--- config.mk ---
export PLATFORM = sky130hd
export DESIGN_NAME = phy_cr_master
export DESIGN_NICKNAME = d
export VERILOG_FILES = /design/src/rtl/phy_cr_pkg.sv /design/src/rtl/phy_cr_dpath.sv /design/src/rtl/phy_cr_ctrl.sv /design/src/rtl/phy_cr_master.sv
export SDC_FILE = /design/constraint.sdc
export NUM_CORES = 1
export LEC_CHECK = 0
export BUFFER_PORTS_ARGS = -buffer_cell sky130_fd_sc_hd__buf_2
export CORE_ASPECT_RATIO = 0.75
export CORE_UTILIZATION = 52
export DETAILED_ROUTE_END_ITERATION = 12
export PLACE_DENSITY_LB_ADDON = 0.05
export SLEW_MARGIN = 5
export SYNTH_ARGS = -nofsm -noshare
export SYNTH_HDL_FRONTEND = slang
export SYNTH_HIERARCHICAL = 1
export SYNTH_SLANG_ARGS = --single-unit
--- constraint.sdc ---
create_clock -name clk -period 3 [get_ports clk]
set_clock_uncertainty 0.15 [all_clocks]
set_input_delay 0.15 -clock clk [delete_from_list [all_inputs] [get_ports clk]]
set_output_delay 0.15 -clock clk [all_outputs]
set_load 0.05 [all_outputs]
--- src/rtl/phy_cr_pkg.sv ---
package phy_cr_pkg;

  typedef enum logic [1:0] {
    BUS_ZERO = 2'd0,
    BUS_ADDR = 2'd1,
    BUS_DATA = 2'd2
  } busSel_e;

  typedef enum logic [2:0] {
    ST_IDLE  = 3'd0,
    ST_SETUP = 3'd1,
    ST_RISE  = 3'd2,
    ST_FALL  = 3'd3,
    ST_DONE  = 3'd4
  } crState_e;

  typedef enum logic [1:0] {
    PH_ADDR = 2'd0,
    PH_DATA = 2'd1,
    PH_XFER = 2'd2
  } crPhase_e;

  // strobe vector bit positions
  localparam int unsigned STB_CAPADDR = 0;
  localparam int unsigned STB_CAPDATA = 1;
  localparam int unsigned STB_READ    = 2;
  localparam int unsigned STB_WRITE   = 3;
  localparam int unsigned STB_COUNT   = 4;

  // control -> datapath
  typedef struct packed {
    logic    latchCmd;
    logic    pollRestart;
    logic    pollActive;
    logic    ackWant;
    logic    captureRd;
    busSel_e busSel;
  } ctlStrobes_t;

endpackage

--- src/rtl/phy_cr_dpath.sv ---
module phy_cr_dpath
  import phy_cr_pkg::*;
#(
  parameter int DW         = 16,
  parameter int POLL_LIMIT = 1000,
  parameter int POLL_GAP   = 4
) (
  input  logic          clk,
  input  logic          rstN,
  input  ctlStrobes_t   ctl,
  input  logic [DW-1:0] cmdAddr,
  input  logic [DW-1:0] cmdWdata,
  input  logic          crAck,
  input  logic [DW-1:0] crDout,
  output logic [DW-1:0] crDin,
  output logic [DW-1:0] rdData,
  output logic          pollHit,
  output logic          pollExpire
);

  localparam int PCW = $clog2(POLL_LIMIT + 1);
  localparam int GCW = $clog2(POLL_GAP + 1);

  logic [DW-1:0]  addrReg;
  logic [DW-1:0]  dataReg;
  logic [PCW-1:0] pollCnt;
  logic           pollNow;
  logic           ackMatch;

  always_ff @(posedge clk) begin
    if (!rstN) begin
      addrReg <= '0;
      dataReg <= '0;
    end else if (ctl.latchCmd) begin
      addrReg <= cmdAddr;
      dataReg <= cmdWdata;
    end
  end

  always_comb begin
    case (ctl.busSel)
      BUS_ADDR: crDin = addrReg;
      BUS_DATA: crDin = dataReg;
      default:  crDin = '0;
    endcase
  end

  // poll spacing: a gap counter only when polls are not back to back
  generate
    if (POLL_GAP > 1) begin : g_gap
      logic [GCW-1:0] gapCnt;
      always_ff @(posedge clk) begin
        if (!rstN || ctl.pollRestart) begin
          gapCnt <= '0;
        end else if (ctl.pollActive) begin
          gapCnt <= (gapCnt == '0) ? GCW'(POLL_GAP - 1) : gapCnt - 1'b1;
        end
      end
      assign pollNow = ctl.pollActive && (gapCnt == '0);
    end else begin : g_nogap
      assign pollNow = ctl.pollActive;
    end
  endgenerate

  assign ackMatch   = (crAck == ctl.ackWant);
  assign pollHit    = pollNow && ackMatch;
  assign pollExpire = pollNow && !ackMatch && (pollCnt == PCW'(POLL_LIMIT - 1));

  always_ff @(posedge clk) begin
    if (!rstN || ctl.pollRestart) begin
      pollCnt <= '0;
    end else if (pollNow && !ackMatch && !pollExpire) begin
      pollCnt <= pollCnt + 1'b1;
    end
  end

  always_ff @(posedge clk) begin
    if (!rstN) begin
      rdData <= '0;
    end else if (ctl.captureRd) begin
      rdData <= crDout;
    end
  end

  AST_POLL_BOUND: assert property (@(posedge clk) disable iff (!rstN)
    pollCnt < PCW'(POLL_LIMIT));

  AST_BUS_SETTLED: assert property (@(posedge clk) disable iff (!rstN)
    (ctl.pollRestart && !ctl.pollActive) |=> $stable(crDin));

  AST_CAPTURE_ON_ACK: assert property (@(posedge clk) disable iff (!rstN)
    ctl.captureRd |-> crAck);

endmodule

--- src/rtl/phy_cr_ctrl.sv ---
module phy_cr_ctrl
  import phy_cr_pkg::*;
#(
  parameter int SETUP_CYCLES = 2
) (
  input  logic                 clk,
  input  logic                 rstN,
  input  logic                 cmdValid,
  input  logic                 cmdWrite,
  input  logic                 pollHit,
  input  logic                 pollExpire,
  input  logic                 crAck,
  output ctlStrobes_t          ctl,
  output logic [STB_COUNT-1:0] strobeVec,
  output logic                 busy,
  output logic                 done,
  output logic                 err
);

  localparam int SCW = $clog2(SETUP_CYCLES + 1);

  crState_e           state, nextState;
  crPhase_e           phase, nextPhase;
  logic               isWrite;
  logic               errReg;
  logic               errSet;
  logic [SCW-1:0]     setupCnt;
  logic [STB_COUNT-1:0] phaseStrobe;

  always_comb begin
    phaseStrobe = '0;
    case (phase)
      PH_ADDR: phaseStrobe[STB_CAPADDR] = 1'b1;
      PH_DATA: phaseStrobe[STB_CAPDATA] = 1'b1;
      default: begin
        if (isWrite) phaseStrobe[STB_WRITE] = 1'b1;
        else         phaseStrobe[STB_READ]  = 1'b1;
      end
    endcase
  end

  always_comb begin
    nextState = state;
    nextPhase = phase;
    ctl       = '0;
    strobeVec = '0;
    errSet    = 1'b0;
    case (phase)
      PH_ADDR: ctl.busSel = BUS_ADDR;
      PH_DATA: ctl.busSel = BUS_DATA;
      default: ctl.busSel = isWrite ? BUS_DATA : BUS_ZERO;
    endcase
    case (state)
      ST_IDLE: begin
        ctl.busSel = BUS_ZERO;
        if (cmdValid) begin
          ctl.latchCmd = 1'b1;
          nextState    = ST_SETUP;
          nextPhase    = PH_ADDR;
        end
      end
      ST_SETUP: begin
        if (setupCnt == SCW'(SETUP_CYCLES - 1)) begin
          nextState       = ST_RISE;
          ctl.pollRestart = 1'b1;
        end
      end
      ST_RISE: begin
        strobeVec      = phaseStrobe;
        ctl.pollActive = 1'b1;
        ctl.ackWant    = 1'b1;
        if (pollHit) begin
          ctl.captureRd   = (phase == PH_XFER) && !isWrite;
          ctl.pollRestart = 1'b1;
          nextState       = ST_FALL;
        end else if (pollExpire) begin
          errSet    = 1'b1;
          nextState = ST_DONE;
        end
      end
      ST_FALL: begin
        ctl.pollActive = 1'b1;
        ctl.ackWant    = 1'b0;
        if (pollHit) begin
          if (phase == PH_XFER) begin
            nextState = ST_DONE;
          end else begin
            nextState = ST_SETUP;
            nextPhase = (phase == PH_ADDR && isWrite) ? PH_DATA : PH_XFER;
          end
        end else if (pollExpire) begin
          errSet    = 1'b1;
          nextState = ST_DONE;
        end
      end
      default: begin
        ctl.busSel = BUS_ZERO;
        nextState  = ST_IDLE;
      end
    endcase
  end

  always_ff @(posedge clk) begin
    if (!rstN) begin
      state    <= ST_IDLE;
      phase    <= PH_ADDR;
      isWrite  <= 1'b0;
      errReg   <= 1'b0;
      setupCnt <= '0;
    end else begin
      state    <= nextState;
      phase    <= nextPhase;
      setupCnt <= (state == ST_SETUP) ? setupCnt + 1'b1 : '0;
      if (ctl.latchCmd) begin
        isWrite <= cmdWrite;
        errReg  <= 1'b0;
      end else if (errSet) begin
        errReg <= 1'b1;
      end
    end
  end

  assign busy = (state != ST_IDLE);
  assign done = (state == ST_DONE);
  assign err  = done && errReg;

  AST_ONE_STROBE: assert property (@(posedge clk) disable iff (!rstN)
    $onehot0(strobeVec));

  AST_STROBE_HOLD: assert property (@(posedge clk) disable iff (!rstN)
    ($fell(|strobeVec) && !done) |-> $past(crAck));

  AST_ERR_WITH_DONE: assert property (@(posedge clk) disable iff (!rstN)
    err |-> done);

  AST_DONE_QUIET: assert property (@(posedge clk) disable iff (!rstN)
    done |-> (strobeVec == '0));

  AST_DONE_PULSE: assert property (@(posedge clk) disable iff (!rstN)
    done |=> !done);

  AST_IDLE_QUIET: assert property (@(posedge clk) disable iff (!rstN)
    !busy |-> (strobeVec == '0));

  AST_RISE_AFTER_SETUP: assert property (@(posedge clk) disable iff (!rstN)
    $rose(|strobeVec) |-> $past(busy));

endmodule

--- src/rtl/phy_cr_master.sv ---
module phy_cr_master
  import phy_cr_pkg::*;
#(
  parameter int DW           = 16,
  parameter int SETUP_CYCLES = 2,
  parameter int POLL_LIMIT   = 1000,
  parameter int POLL_GAP     = 4
) (
  input  logic          clk,
  input  logic          rstN,
  input  logic          cmdValid,
  input  logic          cmdWrite,
  input  logic [DW-1:0] cmdAddr,
  input  logic [DW-1:0] cmdWdata,
  output logic          busy,
  output logic          done,
  output logic          err,
  output logic [DW-1:0] rdData,
  output logic [DW-1:0] crDin,
  output logic          crCapAddr,
  output logic          crCapData,
  output logic          crRd,
  output logic          crWr,
  input  logic          crAck,
  input  logic [DW-1:0] crDout
);

  ctlStrobes_t          ctl;
  logic [STB_COUNT-1:0] strobeVec;
  logic                 pollHit;
  logic                 pollExpire;

  phy_cr_ctrl #(
    .SETUP_CYCLES(SETUP_CYCLES)
  ) ctrl_i (
    .clk       (clk),
    .rstN      (rstN),
    .cmdValid  (cmdValid),
    .cmdWrite  (cmdWrite),
    .pollHit   (pollHit),
    .pollExpire(pollExpire),
    .crAck     (crAck),
    .ctl       (ctl),
    .strobeVec (strobeVec),
    .busy      (busy),
    .done      (done),
    .err       (err)
  );

  phy_cr_dpath #(
    .DW        (DW),
    .POLL_LIMIT(POLL_LIMIT),
    .POLL_GAP  (POLL_GAP)
  ) dpath_i (
    .clk       (clk),
    .rstN      (rstN),
    .ctl       (ctl),
    .cmdAddr   (cmdAddr),
    .cmdWdata  (cmdWdata),
    .crAck     (crAck),
    .crDout    (crDout),
    .crDin     (crDin),
    .rdData    (rdData),
    .pollHit   (pollHit),
    .pollExpire(pollExpire)
  );

  assign crCapAddr = strobeVec[STB_CAPADDR];
  assign crCapData = strobeVec[STB_CAPDATA];
  assign crRd      = strobeVec[STB_READ];
  assign crWr      = strobeVec[STB_WRITE];

endmodule

==> results.sh <==
export IMPL_fillers=423
export IMPL_critPathTopFamily="flip-flops"
export IMPL_grt_pass1_vias=2773
export IMPL_hold_depth=3
export IMPL_syn_nets=410
export IMPL_worstMarginPinSlew_ps=574.1
export IMPL_rows=24
export IMPL_seq_area_frac_synth_pct=41.92
export IMPL_ys_flop_type="dfxtp_1"
export IMPL_wirelength_um=7862
export IMPL_slew_headroom_pct=61.72
export IMPL_cpPeakStageDelay_ps=610
export IMPL_max_clock_path_buffers=2
export IMPL_grtUsageTotal_pct=24.52
export IMPL_fmax_mhz=359.7
export IMPL_seqCellArea_mm2=0.001401
export IMPL_grt_max_degree=56
export IMPL_place_area_mm2=0.003829
export IMPL_synth_edf_count=0
export IMPL_portBuffers=91
export IMPL_path_clk_slew_ps=70
export IMPL_die_area_mm2=0.006757
export IMPL_min_period_ps=2780
export IMPL_clockRootBuffer="clkbuf_8"
export IMPL_path_max_fanout=16
export IMPL_dr_pass1_iters=4
export IMPL_gp_congestion=0.8161
export IMPL_drt_iter0_markers=101
export IMPL_post_dp_hpwl_um=4890
export IMPL_status="complete, no violations"
export IMPL_grt_pass1_wl_um=12820
export IMPL_pwr_density_cell_mw_per_mm2=603.7
export IMPL_insertion_delay_ps=330
export IMPL_worstPathRequired_ps=2700
export IMPL_irDropWorstVdd_v=0.0003841
export IMPL_ys_ff_latch=70
export IMPL_critPathArrivalTime_ps=2480
export IMPL_hold_start="rstN"
export IMPL_ff2ff_setup_slack_ps=330
export IMPL_fin_nets=545
export IMPL_slowest_stage="dfxtp_1"
export IMPL_tns_ps=0
export IMPL_ys_types=54
export IMPL_die_y_um=71.44
export IMPL_drcViolationCount=0
export IMPL_overflow=0
export IMPL_min_to="ctrl_i/setupCnt[0]$_SDFF_PN0_"
export IMPL_worstSetupEndpointType="primary output"
export IMPL_io_pins=92
export IMPL_max_cap_violations=0
export IMPL_grt_setup_unrepaired="no"
export IMPL_vias=2868
export IMPL_cts_setup_buffers=0
export IMPL_coreArea_mm2=0.006006
export IMPL_antenna_found_initial=0
export IMPL_leakage_nw=1.918
export IMPL_clock_sinks=70
export IMPL_critPathLaunchType="register"
export IMPL_critPathBufInv=1
export IMPL_r2r_cells=9
export IMPL_synth_area_mm2=0.003343
export IMPL_reg2reg_to="dpath_i/rdData[10]$_SDFFE_PN0P_"
export IMPL_dieWidth_um=94.59
export IMPL_layout_area_overhead_vs_synth_pct=36.75
export IMPL_synthCells=350
export IMPL_finalHoldViolations=0
export IMPL_crit_type="reg -> out"
export IMPL_synthArstFlopShare_pct=0
export IMPL_cp_cell_sequence="nor2_1 -> a211oi_1 -> ha_2 -> a22oi_1 -> nor2_1 -> buf_2"
export IMPL_initial_core_util_pct=55.67
export IMPL_rr_startpoint="ctrl_i/state[0]$_SDFFE_PN0P_"
export IMPL_multi_input_area_mm2=0.001778
export IMPL_viasPerCell=5.049
export IMPL_n_antenna_cell=0
export IMPL_ant_nets=0
export IMPL_final_cell_area_mm2=0.004572
export IMPL_setup_viol=0
export IMPL_cts_tree="done"
export IMPL_wl_per_cell_um=13.84
export IMPL_period_share_pct=92.67
export IMPL_synth_warning_count=6
export IMPL_drive_gt1_share_pct=26.33
export IMPL_min_path_type="in -> reg"
export IMPL_htreeDepth=3
export IMPL_synth_area_per_cell_um2=9.552
export IMPL_crit_path_frequent_cell="nor2_1"
export IMPL_cts_made_buffers=9
export IMPL_slew_viol_final=0
## synthesized netlist by cell type, types with 2 or more instances
master    number  area [um2]
a211oi_1       2       15.01
a21oi_1        8       40.04
a22oi_1       16       120.1
a31oi_1        2       12.51
and4_1         2       17.52
buf_2          6       30.03
buf_6          3       33.78
clkbuf_1      12       45.04
dfxtp_1       70        1401
ha_1           7       87.58
inv_1         11       41.29
inv_2          2       7.510
mux2i_1       52       520.5
nand2_1       12       45.04
nand2b_1       2       12.51
nand3_1        6       30.03
nand3b_1       2       15.01
nor2_1        30       112.6
nor2b_1       53       331.6
nor3_1         3       15.01
nor3_2         2       20.02
nor4_1         2       12.51
o211ai_1       2       15.01
o21ai_0        6       30.03
or3_1          3       18.77
or4_1          4       30.03
xnor2_1        3       26.28
## layout make-up
cell class                 instances  share of cell area, %
multi-input combinational        244                  38.89
tap                               78                  2.135
sequential                        70                  30.65
inverter                          13                  1.067
timing repair buffer             147                  21.84
clock buffer                      11                  3.093
clock inverter                     5                  2.326
## report_power, final
part           switching, mW  internal, mW
clock network          0.351         0.577
logic                  0.422         0.319
registers             0.0722          1.02
total                  0.845          1.91
## routing by layer
metal	vias to the layer above	part of all wire, %	GRT usage, %
met3	9	5.5	7.325
met4	0	1.2	8.249
met2	84	45	39.29
met1	1295	48	31.71
li1	1480	-	-
met5	-	0	0
## logic make-up (layout without fill, tap and decap cells)
kind of cell	count (synthesis)	in the layout	share of synthesized area (%)
flip-flops	70	70	41.92
adder cells (fa/ha/maj)	7	7	2.620
AND/OR/NAND/NOR	136	136	24.29
multiplexers	53	53	15.91
buffers and inverters	36	176	5.052
AO/OA/AOI/OAI	44	44	8.945
XOR/XNOR	4	4	1.273
## worst max-delay path by stage
stage / from / end / slack [ps] / depth (start not counted)
after global routing: ctrl_i/state[0]$_SDFFE_PN0P_ / crDin[6] / 40 / 6
after global placement: ctrl_i/state[0]$_SDFFE_PN0P_ / crDin[0] / 460 / 6
after detailed placement: ctrl_i/state[0]$_SDFFE_PN0P_ / dpath_i/rdData[1]$_SDFFE_PN0P_ / 390 / 9
after CTS: ctrl_i/state[0]$_SDFFE_PN0P_ / crDin[0] / 40 / 6
after floorplan: ctrl_i/state[1]$_SDFFE_PN0P_ / dpath_i/rdData[10]$_SDFFE_PN0P_ / 280 / 12
final: ctrl_i/state[0]$_SDFFE_PN0P_ / crDin[6] / 220 / 6
## flip-flops by register name, summed over array words and instances (netlist names)
signal	cells
ctrl_i/state	3
ctrl_i/errReg	1
ctrl_i/setupCnt	2
dpath_i/addrReg	16
dpath_i/pollCnt	10
ctrl_i/isWrite	1
dpath_i/dataReg	16
ctrl_i/phase	2
dpath_i/rdData	16
dpath_i/g_gap.gapCnt	3
## worst reg2reg max path, delay by kind of cell, from the launching register on
| family | cells | cell delay, ps |
|---|---|---|
| DFF | 1 | 460 |
| and+or+nand+nor | 5 | 1170 |
| muxes | 1 | 260 |
| buffers and inverters | 2 | 410 |
| xor gates and xnor gates | 1 | 100 |
## cell usage in the layout, fill, tap and decap left out, drive strengths merged, types with 2 or more instances in the layout
master       Yosys  final
a21oi            8      8
and2             2      2
nand2b           2      2
nor2            30     30
or4              4      4
a22oi           16     16
bufinv           0      3
nor3b            2      2
nor2b           53     53
nor3             5      5
clkbuf          12     11
nand2           12     12
o211ai           2      2
buf             11     98
dfxtp           70     70
o21ai            7      7
and3             2      2
ha               7      7
mux2i           52     52
and4             2      2
or3              4      4
a211oi           2      2
nand3            6      6
nand3b           2      2
nor4             2      2
xnor2            3      3
inv             13     13
and4b            2      2
a31oi            2      2
nand4            2      2
dlygate4sd3      0     49
## per-stage QoR
stage | power, mW | cells | hold WS (ps) | setup WS, ps | util, %
detailed placement | 1.793 | 503 | 264.7 | 391.4 | 63.75
finish | 2.760 | 568 | 45.35 | 219.8 | 76.13
floorplan | 1.641 | 350 | 113.8 | 281.6 | -
CTS | 2.769 | 568 | 21.87 | 36.89 | 76.04
global placement | 1.779 | 503 | 256.3 | 463.9 | 63.75
global route | 2.896 | 568 | 41.30 | 42.82 | 76.13
## what timing repair did
action	in CTS	in global routing
setup endpoints to repair	0	16
resized for setup	0	2
hold buffers	49	0
endpoints found under the hold margin	49	0
No activity file was read; power rests on OpenSTA's default activity.
